`config.mk`:
```
export PLATFORM = sky130hd
export DESIGN_NAME = ts_capture_pair
export DESIGN_NICKNAME = d
export VERILOG_FILES = /design/src/rtl/ts_cap_pkg.sv /design/src/rtl/ts_cap_slot.sv /design/src/rtl/ts_cap_wrdec.sv /design/src/rtl/ts_cap_regmux.sv /design/src/rtl/ts_capture_pair.sv
export SDC_FILE = /design/constraint.sdc
export NUM_CORES = 1
export LEC_CHECK = 0
export BUFFER_PORTS_ARGS = -buffer_cell sky130_fd_sc_hd__buf_2
export CORE_MARGIN = 2
export CORE_UTILIZATION = 40
export DETAILED_ROUTE_END_ITERATION = 8
export MAX_ROUTING_LAYER = met4
export PLACE_DENSITY_LB_ADDON = 0.12
export SLEW_MARGIN = 20
export SYNTH_ARGS = -nofsm -noshare
export SYNTH_HDL_FRONTEND = slang
export SYNTH_SLANG_ARGS = --single-unit
export TNS_END_PERCENT = 10
```
`constraint.sdc`:
```
create_clock -name clk -period 3.3 [get_ports clk]
set_clock_uncertainty 0.15 [all_clocks]
set_input_delay 0 -clock clk [delete_from_list [all_inputs] [get_ports clk]]
set_output_delay 0 -clock clk [all_outputs]
set_load 0.01 [all_outputs]
```
`src/rtl/ts_cap_pkg.sv`:
```
package ts_cap_pkg;
   localparam int WORD_W    = 32;
   localparam int NUM_CH    = 2;
   localparam int CH_W      = $clog2(NUM_CH);
   localparam int ADDR_W    = CH_W + 2;
   localparam int VALID_BIT = 16;
   localparam int OVF_BIT   = 17;

   typedef enum logic [1:0] {
      W_STATUS = 2'd0,
      W_LOW    = 2'd1,
      W_HIGH   = 2'd2,
      W_RSVD   = 2'd3
   } word_sel_e;
endpackage

```
`src/rtl/ts_cap_slot.sv`:
```
module ts_cap_slot #(
   parameter int TIME_W = 64,
   parameter int SEQ_W  = 8
) (
   input  logic              clk,
   input  logic              rst_n,
   input  logic              en,
   input  logic              evt,
   input  logic              clr,
   input  logic [TIME_W-1:0] time_now,
   output logic              valid_o,
   output logic              ovf_o,
   output logic [SEQ_W-1:0]  seq_o,
   output logic [TIME_W-1:0] ts_o
);
   logic              valid_q, ovf_q;
   logic [SEQ_W-1:0]  seq_q;
   logic [TIME_W-1:0] ts_q;
   logic              take, drop;

   // a slot freed by acknowledge this cycle may accept the event
   assign take = en && evt && (!valid_q || clr);
   assign drop = en && evt && valid_q && !clr;

   always_ff @(posedge clk) begin
      if (!rst_n) begin
         valid_q <= 1'b0;
         ovf_q   <= 1'b0;
         seq_q   <= '0;
         ts_q    <= '0;
      end else begin
         if (clr) begin
            valid_q <= take;
            ovf_q   <= 1'b0;
         end else begin
            if (take) valid_q <= 1'b1;
            if (drop) ovf_q   <= 1'b1;
         end
         if (take) begin
            ts_q  <= time_now;
            seq_q <= seq_q + 1'b1;
         end
      end
   end

   assign valid_o = valid_q;
   assign ovf_o   = ovf_q;
   assign seq_o   = seq_q;
   assign ts_o    = ts_q;
endmodule

```
`src/rtl/ts_cap_wrdec.sv`:
```
module ts_cap_wrdec
   import ts_cap_pkg::*;
#(
   parameter int NCH = NUM_CH
) (
   input  logic              wr,
   input  logic [ADDR_W-1:0] addr,
   input  logic              ack_bit,
   output logic [NCH-1:0]    clr
);
   for (genvar c = 0; c < NCH; c++) begin : g_ch
      assign clr[c] = wr && ack_bit
                      && (addr[ADDR_W-1:2] == CH_W'(c))
                      && (word_sel_e'(addr[1:0]) == W_STATUS);
   end
endmodule

```
`src/rtl/ts_cap_regmux.sv`:
```
module ts_cap_regmux
   import ts_cap_pkg::*;
#(
   parameter int TIME_W = 64,
   parameter int SEQ_W  = 8,
   parameter int NCH    = NUM_CH
) (
   input  logic [NCH-1:0]             valid,
   input  logic [NCH-1:0]             ovf,
   input  logic [NCH-1:0][SEQ_W-1:0]  seq,
   input  logic [NCH-1:0][TIME_W-1:0] ts,
   input  logic [ADDR_W-1:0]          addr,
   output logic [WORD_W-1:0]          rdata
);
   logic [CH_W-1:0]   sel;
   logic [WORD_W-1:0] status_w, low_w, high_w;
   logic [TIME_W-1:0] ts_sel;

   assign sel    = addr[ADDR_W-1:2];
   assign ts_sel = ts[sel];
   assign low_w  = ts_sel[WORD_W-1:0];

   // upper word: full width or zero-padded when the time is narrower
   if (TIME_W == 2*WORD_W) begin : g_high_full
      assign high_w = ts_sel[TIME_W-1:WORD_W];
   end else begin : g_high_pad
      assign high_w = {{(2*WORD_W-TIME_W){1'b0}}, ts_sel[TIME_W-1:WORD_W]};
   end

   always_comb begin
      status_w                = '0;
      status_w[SEQ_W-1:0]     = seq[sel];
      status_w[VALID_BIT]     = valid[sel];
      status_w[OVF_BIT]       = ovf[sel];
   end

   always_comb begin
      unique case (word_sel_e'(addr[1:0]))
         W_STATUS: rdata = status_w;
         W_LOW:    rdata = low_w;
         W_HIGH:   rdata = high_w;
         default:  rdata = '0;
      endcase
   end
endmodule

```
`src/rtl/ts_capture_pair.sv`:
```
module ts_capture_pair
   import ts_cap_pkg::*;
#(
   parameter int TIME_W = 64,
   parameter int SEQ_W  = 8
) (
   input  logic              clk,
   input  logic              rst_n,
   input  logic [TIME_W-1:0] time_now,
   input  logic              rx_evt,
   input  logic              rx_en,
   input  logic              tx_evt,
   input  logic              tx_en,
   input  logic              reg_wr,
   input  logic [2:0]        reg_addr,
   input  logic [31:0]       reg_wdata,
   output logic [31:0]       reg_rdata
);
   if (TIME_W < WORD_W + 1 || TIME_W > 2*WORD_W) begin : g_bad_time
      $error("ts_capture_pair: TIME_W must lie in 33..64");
   end
   if (SEQ_W < 1 || SEQ_W > VALID_BIT) begin : g_bad_seq
      $error("ts_capture_pair: SEQ_W must lie in 1..16");
   end
   if (ADDR_W != 3) begin : g_bad_addr
      $error("ts_capture_pair: address width mismatch");
   end

   logic [NUM_CH-1:0]             ch_evt, ch_en, ch_clr, ch_valid, ch_ovf;
   logic [NUM_CH-1:0][SEQ_W-1:0]  ch_seq;
   logic [NUM_CH-1:0][TIME_W-1:0] ch_ts;
   logic                          unused_wdata;

   assign ch_evt       = {tx_evt, rx_evt};
   assign ch_en        = {tx_en, rx_en};
   assign unused_wdata = ^{reg_wdata[31:VALID_BIT+1], reg_wdata[VALID_BIT-1:0]};

   ts_cap_wrdec #(.NCH(NUM_CH)) u_wrdec (
      .wr      (reg_wr),
      .addr    (reg_addr),
      .ack_bit (reg_wdata[VALID_BIT]),
      .clr     (ch_clr)
   );

   for (genvar c = 0; c < NUM_CH; c++) begin : g_slot
      ts_cap_slot #(.TIME_W(TIME_W), .SEQ_W(SEQ_W)) u_slot (
         .clk      (clk),
         .rst_n    (rst_n),
         .en       (ch_en[c]),
         .evt      (ch_evt[c]),
         .clr      (ch_clr[c]),
         .time_now (time_now),
         .valid_o  (ch_valid[c]),
         .ovf_o    (ch_ovf[c]),
         .seq_o    (ch_seq[c]),
         .ts_o     (ch_ts[c])
      );
   end

   ts_cap_regmux #(.TIME_W(TIME_W), .SEQ_W(SEQ_W), .NCH(NUM_CH)) u_mux (
      .valid (ch_valid),
      .ovf   (ch_ovf),
      .seq   (ch_seq),
      .ts    (ch_ts),
      .addr  (reg_addr),
      .rdata (reg_rdata)
   );
endmodule

```
==> results.sh <==
export IMPL_status="finished, final reports clean"
export IMPL_finalCritPeriodShare_pct=64.5
export IMPL_ys_ff_latch=148
export IMPL_synth_edf_count=0
export IMPL_hold_class="input pin to flip-flop"
export IMPL_die_w_um=131
export IMPL_track_usage_pct=23.0
export IMPL_routabilityCongestion=0.809
export IMPL_fin_tns_setup_ns=0
export IMPL_ys_seq_area_share_pct=45.9
export IMPL_cp_slowest_stage_delay_ns=0.79
export IMPL_final_cell_mix="nand2_1, a21oi_1, dfxtp_1"
export IMPL_finalSetupViolCount=0
export IMPL_cts_buffers=17
export IMPL_fillCellCount=1510
export IMPL_netlist_area_sq_mm=0.00645
export IMPL_routed_wl_mm=18.6
export IMPL_clock_root_buffer="clkbuf_16"
export IMPL_start_util_pct=40.8
export IMPL_path_cells="buf_4 -> buf_4 -> mux2_2 -> a22oi_1 -> o22ai_1 -> buf_2"
export IMPL_fin_util_pct=52.7
export IMPL_cts_tree="done"
export IMPL_post_cts_setup_buffer_count=0
export IMPL_grt_ovfl_total=0
export IMPL_cap_viol_max_count=0
export IMPL_layout_commonest_cell="nand2_1"
export IMPL_dp_hpwl_mm=11.6
export IMPL_p_leak_nw=3.27
export IMPL_max_slew_margin_rel_pct=34.7
export IMPL_cp_end_kind="output pin"
export IMPL_syn_avg_cell_area_sq_um=7.98
export IMPL_hold_violations=0
export IMPL_drc=0
export IMPL_ys_flop_type="dfxtp_1"
export IMPL_drive_gt1_share_pct=16.6
export IMPL_ant_nets=0
export IMPL_portBuffers=106
export IMPL_viasPerCell=5.19
export IMPL_power_share_clock_pct=43.9
export IMPL_tightest_slew_ns=0.979
export IMPL_row_count=46
export IMPL_clkTransAtPathRegs_ns=0.06
export IMPL_grt_pass1_wl_mm=29.6
export IMPL_cp_common_cell="buf_4"
export IMPL_fin_crit_ns=2.13
export IMPL_cts_sinks=148
export IMPL_intPower_mw=3.29
export IMPL_io_pins=138
export IMPL_antenna_found_initial=1
export IMPL_ys_warn_count=0
export IMPL_grt_pass1_vias=5924
export IMPL_p_comb_share_pct=11.8
export IMPL_clkLatencyLatePin_ns=0.42
export IMPL_vias=6100
export IMPL_crit_buf_inv=3
export IMPL_slew_violations=0
export IMPL_p_sw_mw=1.03
export IMPL_synthArstFlopShare_pct=0
export IMPL_switching_share_pct=23.8
export IMPL_crit_type="input pin to output pin"
export IMPL_max_freq_mhz=470
export IMPL_clockBufferDepth=2
export IMPL_cts_resized=0
export IMPL_cp_top_family="buffers and inverters"
export IMPL_vdd_drop_max_mv=0.390
export IMPL_worstPathRequired_ns=3.15
export IMPL_drt_iter0_drc=346
export IMPL_hold_buffers=69
export IMPL_synth_fp_nets=917
export IMPL_critPathArrivalTime_ns=1.98
export IMPL_area_growth_pct=29.4
export IMPL_drtPass1Iterations=5
export IMPL_p_seq_share_pct=44.3
export IMPL_grt_max_degree=81
export IMPL_routedWlPerCell_um=15.8
export IMPL_crit_fanout=57
export IMPL_cts_max_level=4
export IMPL_synthCells=809
export IMPL_cp_start_kind="input pin"
export IMPL_fp_dieH_um=131
export IMPL_nets=1055
export IMPL_ys_types=35
export IMPL_coreArea_sq_mm=0.0158
export IMPL_power_density_mw_per_mm2=517
export IMPL_rsz0062_at_grt="false"
export IMPL_crit_slowest_cell="buf_4"
export IMPL_dieArea_sq_mm=0.0172
[registers in the layout, summed over array words and instances (netlist names)]
register	flops
g_slot.u_slot.ovf_o	2
g_slot.u_slot.seq_o	16
g_slot.u_slot.ts_o	128
g_slot.u_slot.valid_o	2
[power by group through the flow]
stage	logic (mW)	clock network [mW]	registers (mW)
final	0.510	1.90	1.91
after global routing	0.562	2.01	1.92
after CTS	0.512	1.93	1.91
after detailed placement	0.446	0	1.95
after global placement	0.436	0	1.95
after floorplan	0.290	0	1.94
[worst min-delay path, delay by kind of cell]
family	cells	cell delay [ns]
compound gates	1	0.06
buf+inv	1	0.18
simple gates	3	0.29
[through the flow]
step / instance area [sq um] / cells / setup slack [ns] / power (mW) / hold WS [ns]
floorplan: 6450 / 809 / 1.82 / 2.23 / -0.0140
CTS: 8350 / 1174 / 1.16 / 4.36 / 0.00892
finish: 8350 / 1175 / 1.17 / 4.32 / 0.0163
global placement: 7080 / 1075 / 1.12 / 2.38 / 0.102
detailed placement: 7080 / 1075 / 1.03 / 2.40 / 0.107
global route: 8350 / 1175 / 1.07 / 4.49 / 0.0728
[logic make-up (layout without fill, tap and decap cells)]
kind of cell,Yosys count,count (layout),share of synthesized area (%)
DFF,148,148,45.9
and+or+nand+nor,309,309,19.4
adders and majority gates,2,2,0.388
other,0,1,0
buffers and inverters,68,217,5.06
AOI/OAI and AO/OA,216,216,18.8
xor gates and xnor gates,2,2,0.271
muxes,64,64,10.2
[layer usage]
layer	up-vias	global-route usage (%)	part of all wire, %
li1	3048	-	-
met1	2881	29.8	47
met2	153	36.4	47
met3	18	4.11	4.5
met4	0	7.70	1.4
met5	-	-	0
[cell type report]
cell class,instances,area (sq um),area share (%)
Antenna cell,1,2.50,0.0300
Clock buffer,26,509,6.10
Clock inverter,4,70.1,0.839
Inverter,3,13.8,0.165
Multi-Input combinational cell,593,3180,38.1
Sequential cell,148,2960,35.5
Tap cell,216,270,3.24
Timing Repair Buffer,184,1340,16.1
[synthesized netlist by cell type (3+ instances only)]
library cell | n | area [sq um]
nand2_1 | 265 | 995
a21oi_1 | 148 | 741
dfxtp_1 | 148 | 2960
mux2i_1 | 52 | 521
clkbuf_1 | 31 | 116
o22ai_1 | 29 | 181
buf_2 | 27 | 135
a22oi_1 | 14 | 105
mux2_2 | 12 | 135
nor2_1 | 12 | 45.0
o21ai_0 | 10 | 50.1
or3_1 | 10 | 62.6
nand3_1 | 6 | 30.0
a211oi_1 | 5 | 37.5
a31oi_1 | 4 | 25.0
buf_4 | 4 | 30.0
and3b_1 | 3 | 26.3
buf_6 | 3 | 33.8
inv_1 | 3 | 11.3
[path summary, 6_finish.rpt]
| check | start | end | slack [ns] | cells past startpoint |
|---|---|---|---|---|
| setup reg to reg | g_slot[0].u_slot.valid_o | g_slot[0].u_slot.ts_o[17] | 1.20 | 5 |
| hold / removal | reg_addr[2] | g_slot[0].u_slot.valid_o | 0.02 | 5 |
| hold reg to reg | g_slot[0].u_slot.ts_o[36] | g_slot[0].u_slot.ts_o[36] | 0.30 | 2 |
| setup / recovery | reg_addr[2] | reg_rdata[1] | 1.17 | 6 |
(Power assumes the default switching activity.)
